**src/rtl/clkstop_pkg.sv**
```systemverilog
`timescale 1ns/1ps
package clkstop_pkg;

  // Width of a down-counter that must hold the value n-1.
  function automatic int unsigned cnt_bits(input int unsigned n);
    if (n <= 2) return 1;
    return $clog2(n);
  endfunction

endpackage

```
**src/rtl/clkstop_sync.sv**
```systemverilog
`timescale 1ns/1ps
module clkstop_sync #(
  parameter int unsigned STAGES  = 2,
  parameter int unsigned W       = 1,
  parameter logic [W-1:0] RST_VAL = '0
) (
  input  logic         clk,
  input  logic         rst_n,
  input  logic [W-1:0] d,
  output logic [W-1:0] q
);

  logic [STAGES-1:0][W-1:0] chain_q;
  logic [STAGES-1:0][W-1:0] chain_d;

  always_comb begin
    chain_d[0] = d;
    for (int s = 1; s < STAGES; s++) begin
      chain_d[s] = chain_q[s-1];
    end
  end

  always_ff @(posedge clk or negedge rst_n) begin
    if (!rst_n) begin
      for (int s = 0; s < STAGES; s++) begin
        chain_q[s] <= RST_VAL;
      end
    end else begin
      chain_q <= chain_d;
    end
  end

  assign q = chain_q[STAGES-1];

endmodule

```
**src/rtl/clkstop_holdoff.sv**
```systemverilog
`timescale 1ns/1ps
module clkstop_holdoff #(
  parameter int unsigned MIN_ON = 100
) (
  input  logic clk,
  input  logic rst_n,
  input  logic run_s,
  input  logic pd_s,
  output logic en_q
);

  localparam int unsigned CW = clkstop_pkg::cnt_bits(MIN_ON);
  localparam logic [CW-1:0] RELOAD = CW'(MIN_ON - 1);

  logic [CW-1:0] cnt_q;
  logic [CW-1:0] cnt_d;
  logic          en_d;

  // Next-state: decided for the falling edge, while the source is low.
  always_comb begin
    en_d  = en_q;
    cnt_d = cnt_q;
    if (pd_s) begin
      en_d = 1'b0;
    end else if (!en_q) begin
      if (run_s) begin
        en_d  = 1'b1;
        cnt_d = RELOAD;
      end
    end else if (cnt_q != '0) begin
      cnt_d = cnt_q - 1'b1;
    end else if (!run_s) begin
      en_d = 1'b0;
    end
  end

  always_ff @(negedge clk or negedge rst_n) begin
    if (!rst_n) begin
      en_q  <= 1'b0;
      cnt_q <= '0;
    end else begin
      en_q  <= en_d;
      cnt_q <= cnt_d;
    end
  end

  AST_MIN_ENABLE: assert property (@(negedge clk) disable iff (!rst_n)
    $fell(en_q) |-> $past(cnt_q == '0 || pd_s));

  AST_PD_FORCE: assert property (@(negedge clk) disable iff (!rst_n)
    pd_s |=> !en_q);

  AST_START_CAUSE: assert property (@(negedge clk) disable iff (!rst_n)
    $rose(en_q) |-> $past(run_s && !pd_s));

  AST_PENDING_STOP: assert property (@(negedge clk) disable iff (!rst_n)
    (en_q && cnt_q == '0 && !run_s) |=> !en_q);

endmodule

```
**src/rtl/clkstop_gate_cell.sv**
```systemverilog
`timescale 1ns/1ps
module clkstop_gate_cell (
  input  logic clk,
  input  logic en,
  output logic gclk
);

  // en only moves on a falling edge, so the AND cannot clip a high phase.
  assign gclk = clk & en;

endmodule

```
**src/rtl/clkstop_gate.sv**
```systemverilog
`timescale 1ns/1ps
module clkstop_gate #(
  parameter int unsigned GROUP_W     = 2,
  parameter int unsigned SYNC_STAGES = 2,
  parameter int unsigned MIN_ON      = 100
) (
  input  logic               clk_src,
  input  logic               rst_n,
  input  logic               stop_n,
  input  logic               pd_req,
  output logic               clk_free,
  output logic [GROUP_W-1:0] clk_grp
);

  localparam int unsigned RST_STAGES = 2;

  logic       rst_ok;
  logic [1:0] req_s;
  logic       grp_en;

  clkstop_sync #(
    .STAGES (RST_STAGES),
    .W      (1),
    .RST_VAL(1'b0)
  ) u_rst_sync (
    .clk  (clk_src),
    .rst_n(rst_n),
    .d    (1'b1),
    .q    (rst_ok)
  );

  // bit 1: override, bit 0: run request (reset to running)
  clkstop_sync #(
    .STAGES (SYNC_STAGES),
    .W      (2),
    .RST_VAL(2'b01)
  ) u_req_sync (
    .clk  (clk_src),
    .rst_n(rst_ok),
    .d    ({pd_req, stop_n}),
    .q    (req_s)
  );

  clkstop_holdoff #(
    .MIN_ON(MIN_ON)
  ) u_holdoff (
    .clk  (clk_src),
    .rst_n(rst_ok),
    .run_s(req_s[0]),
    .pd_s (req_s[1]),
    .en_q (grp_en)
  );

  generate
    for (genvar i = 0; i < GROUP_W; i++) begin : g_cell
      clkstop_gate_cell u_cell (
        .clk (clk_src),
        .en  (grp_en),
        .gclk(clk_grp[i])
      );
    end
  endgenerate

  assign clk_free = clk_src;

endmodule

```
**config.mk**
```make
export PLATFORM = sky130hd
export DESIGN_NAME = clkstop_gate
export DESIGN_NICKNAME = d
export VERILOG_FILES = /design/src/rtl/clkstop_pkg.sv /design/src/rtl/clkstop_sync.sv /design/src/rtl/clkstop_holdoff.sv /design/src/rtl/clkstop_gate_cell.sv /design/src/rtl/clkstop_gate.sv
export SDC_FILE = /design/constraint.sdc
export NUM_CORES = 1
export LEC_CHECK = 0
export BUFFER_PORTS_ARGS = -buffer_cell sky130_fd_sc_hd__buf_2
export CAP_MARGIN = 5
export CORE_AREA = 2 2 39 41
export CTS_BUF_LIST = sky130_fd_sc_hd__clkbuf_4
export DETAILED_ROUTE_END_ITERATION = 8
export DIE_AREA = 0 0 41 43
export PLACE_DENSITY = 0.68
export SYNTH_ARGS = -nofsm -noshare
export SYNTH_HDL_FRONTEND = slang
export SYNTH_SLANG_ARGS = --single-unit
export TNS_END_PERCENT = 50
```
**constraint.sdc**
```tcl
create_clock -name clk_src -period 1.1 [get_ports clk_src]
set_input_delay 0.165 -clock clk_src [delete_from_list [all_inputs] [get_ports clk_src]]
set_output_delay 0.165 -clock clk_src [all_outputs]
set_load 0.02 [all_outputs]
```
==> summary by stage <==
Timing
After layout, the worst setup slack is -838 ps. The number of endpoints with negative hold slack in the final report is 0. The final max-slew violation count is 0. The worst setup skew after layout is around 14 ps. Setup violations remaining at the end of the flow were counted as 12. The tightest hold path in the finished design has a slack of 58.6 ps.

Setup repair after global routing could not meet its margin everywhere.

Route
The count of antenna-violating nets left after detailed routing is 0. The total length of routed wires is 1740 µm. For this run, design rule violations remaining after detail routing come to 0. The pre-antenna-repair detailed-routing pass consisted of 4 iterations. The detailed router finished its first iteration with 10 violations.

Using the TritonRoute via totals, the vias-per-cell ratio works out to 5.31. Dividing the detail-routed wire length by the instance count gives 15.8 µm. The routed layout has around 580 vias.

Critical path
The slowest cell on the critical path is or4b_4. The worst endpoint data arrival time is between 1500 and 2000 ps. The sort of element at the start of the critical path is a register. The capturing element type of the critical path is a register.

For the worst setup path, the data required time is 800 ps. Along the worst path, the maximum fanout reaches 3. The critical path goes through or4b_4, a211oi_2, mux2i_1. The category of the critical setup timing path is register to register. The highest cell delay on the worst timing path is roughly 510 ps.

Synth
The number of synthesized register bits is 14. The average footprint of a synthesized cell is 11.5 µm². The number of warning messages in the yosys log is 0. After technology mapping, the gate count stands at 57.

The proportion of synthesized chip area in sequential cells is 54.0%. In this run, distinct cell masters in the synthesized netlist total 30. The post-synthesis cell area is 653 µm². Counting every net in the synthesized netlist gives 62.

Pwr
In this run the static leakage power is roughly 0.47 nW. IR analysis of the VDD net gives a maximum drop of around 1.6 mV. Power spread over the standard cell area amounts to 2360 mW/mm².

GRT
The first-pass GRT wire length is approximately 2700 µm. The overall overflow remaining after global route is 0. The number of antenna violations at the first check in global routing came to 0. The global-route usage over all layers is 26.3%. The number of global-route vias before repair is between 600 and 700. The pin count of the biggest net entering global routing is 13.

Layout
The library cell used most frequently in the layout, excluding fill and tap cells, is buf_4. The fill cell total of the finished layout is 85. The post-synthesis to final-layout area growth is 56.3%. The top cell types in the final layout, fill and taps aside, are buf_4 (16), clkbuf_4 (11), dfrtn_1 (8), inv_1 (5). 0 antenna diodes ended up in the layout.

Cells with a size suffix above 1 make up 53.2% of the layout. The post-layout net count is 99.

Clocking
The CTS tree is yes. Clock latency on the worst-skew pair, taken at its later pin, is 410 ps. Clock-pin slew was measured on the worst setup and hold paths at 90 ps.

Floorplanning
After floorplanning, the core was divided into 14 placement rows. The I/O pin count is 7. The die is 43 µm tall.

The effective utilization at floorplan is 47.2%. The core region is around 0.0014 mm². Measured along the x axis, the die boundary spans 41 µm.

The area of the die is ~0.0018 mm².

Place
At the end of routability-driven placement, the weighted congestion stood at 0.823. In this run the tool buffered the top-level ports with 6 buffer cells. The setup slack after placement is -812 ps. The post-detailed-placement half-perimeter wirelength is 967 µm.

Min path
The worst hold path class is input port to asynchronous set/reset pin.

Flow run
The max capacitance violation total is 0.

Outcome
The run finished, with violations left. The checks that failed: setup timing.
flip-flops by register name (all words and copies together), names as in the netlist:
register and flops:
u_rst_sync.chain_d 1, u_rst_sync.q 1, u_req_sync.chain_d 2, u_holdoff.cnt_q 7
u_req_sync.q 2, u_holdoff.en_q 1
area by class of cell:
type                            instances  area, µm²  area share, %
Clock inverter                          1       3.75          0.368
Multi-Input combinational cell         35        293           28.7
Sequential cell                        14        353           34.6
Clock buffer                           16        148           14.5
Timing Repair Buffer                   23        185           18.1
Inverter                                5       18.8           1.84
Tap cell                               16       20.0           1.96
kinds of logic after synthesis:
kind of cell	count (synthesis)	share of synthesized area, %
other	1	0.574
buffers and inverters	8	6.32
flip-flops	14	54.0
multiplexers	4	6.13
AND/OR/NAND/NOR	17	17.6
adder cells (fa/ha/maj)	1	1.92
XOR/XNOR	1	1.34
AO/OA/AOI/OAI	11	12.1
per-layer routing:
layer  part of all wire, %  vias to the layer above  routed length (µm)  track usage (%)
li1                      -                      270                   -                -
met1                    39                      287                 682             26.6
met2                    53                       21                 923             36.9
met3                   5.1                        6                  88             12.0
met4                   2.3                        0                  40             25.3
met5                     0                        -                   0                0
stage by stage:
step                      TNS, ps  power (mW)  area [µm²]  cells  utilization [%]
after global routing        -8240        2.53        1020    110             73.8
after CTS                   -7670        2.34        1000    110             72.5
after detailed placement    -6370        1.40         826     92             59.7
final                       -7830        2.41        1020    110             73.8
after floorplan             -5320        1.16         666     57                -
after global placement      -6190        1.38         826     92             59.7
Yosys cell counts (all sizes together):
cell type,number,area (µm²)
dfrtn,8,200
inv,5,18.8
dfrtp,4,100
mux2i,4,40.0
o21ai,4,20.0
buf,3,22.5
nor3b,3,27.5
dfstp,2,52.6
nand2,2,7.51
nor2,2,7.51
nor3,2,10.0
or3b,2,17.5
a211oi,1,12.5
a21oi,1,5.00
a2bb2oi,1,8.76
a31o,1,8.76
and2,1,6.26
conb,1,3.75
ha,1,12.5
nand3,1,5.00
nor2b,1,6.26
o211ai,1,7.51
o21bai,1,7.51
o41ai,1,8.76
or2b,1,7.51
or3,1,6.26
or4b,1,13.8
xnor2,1,8.76
where the power goes:
| group | total, mW | switching, mW | leakage [nW] | internal, mW |
|---|---|---|---|---|
| logic | 0.626 | 0.312 | 0.224 | 0.314 |
| registers | 0.657 | 0.0452 | 0.160 | 0.612 |
| clock network | 1.13 | 0.461 | 0.0898 | 0.668 |
| total | 2.41 | 0.818 | 0.473 | 1.59 |
timing repair:
item / in CTS / in global routing
setup endpoints to repair: 12 / 12
endpoints found under the hold margin: 4 / 0
gates cloned: 0 / 0
hold buffers: 3 / 0
resized for setup: 10 / 5
buffers inserted: 1 / 0
pin swaps: 2 / 1
path summary, 6_finish.rpt:
kind,cells past startpoint,end,slack (ps),from
worst max-delay path,3,u_holdoff.cnt_q[3],-840,u_req_sync.q[1]
worst min-delay path,2,u_rst_sync.q,60,rst_n
worst max register to register,3,u_holdoff.cnt_q[3],-840,u_req_sync.q[1]
worst min register to register,1,u_req_sync.chain_d[3],190,u_rst_sync.q
max in group asynchronous,1,u_holdoff.cnt_q[2],340,u_rst_sync.q
min in group clk_src,0,u_rst_sync.q,360,u_rst_sync.chain_d[1]
critical path: cells and delay by family (launching register included):
family | cells | cell delay (ps)
compound gates | 1 | 200
flops | 1 | 420
mux | 1 | 110
simple gates | 1 | 510
(Power assumes the default switching activity.)
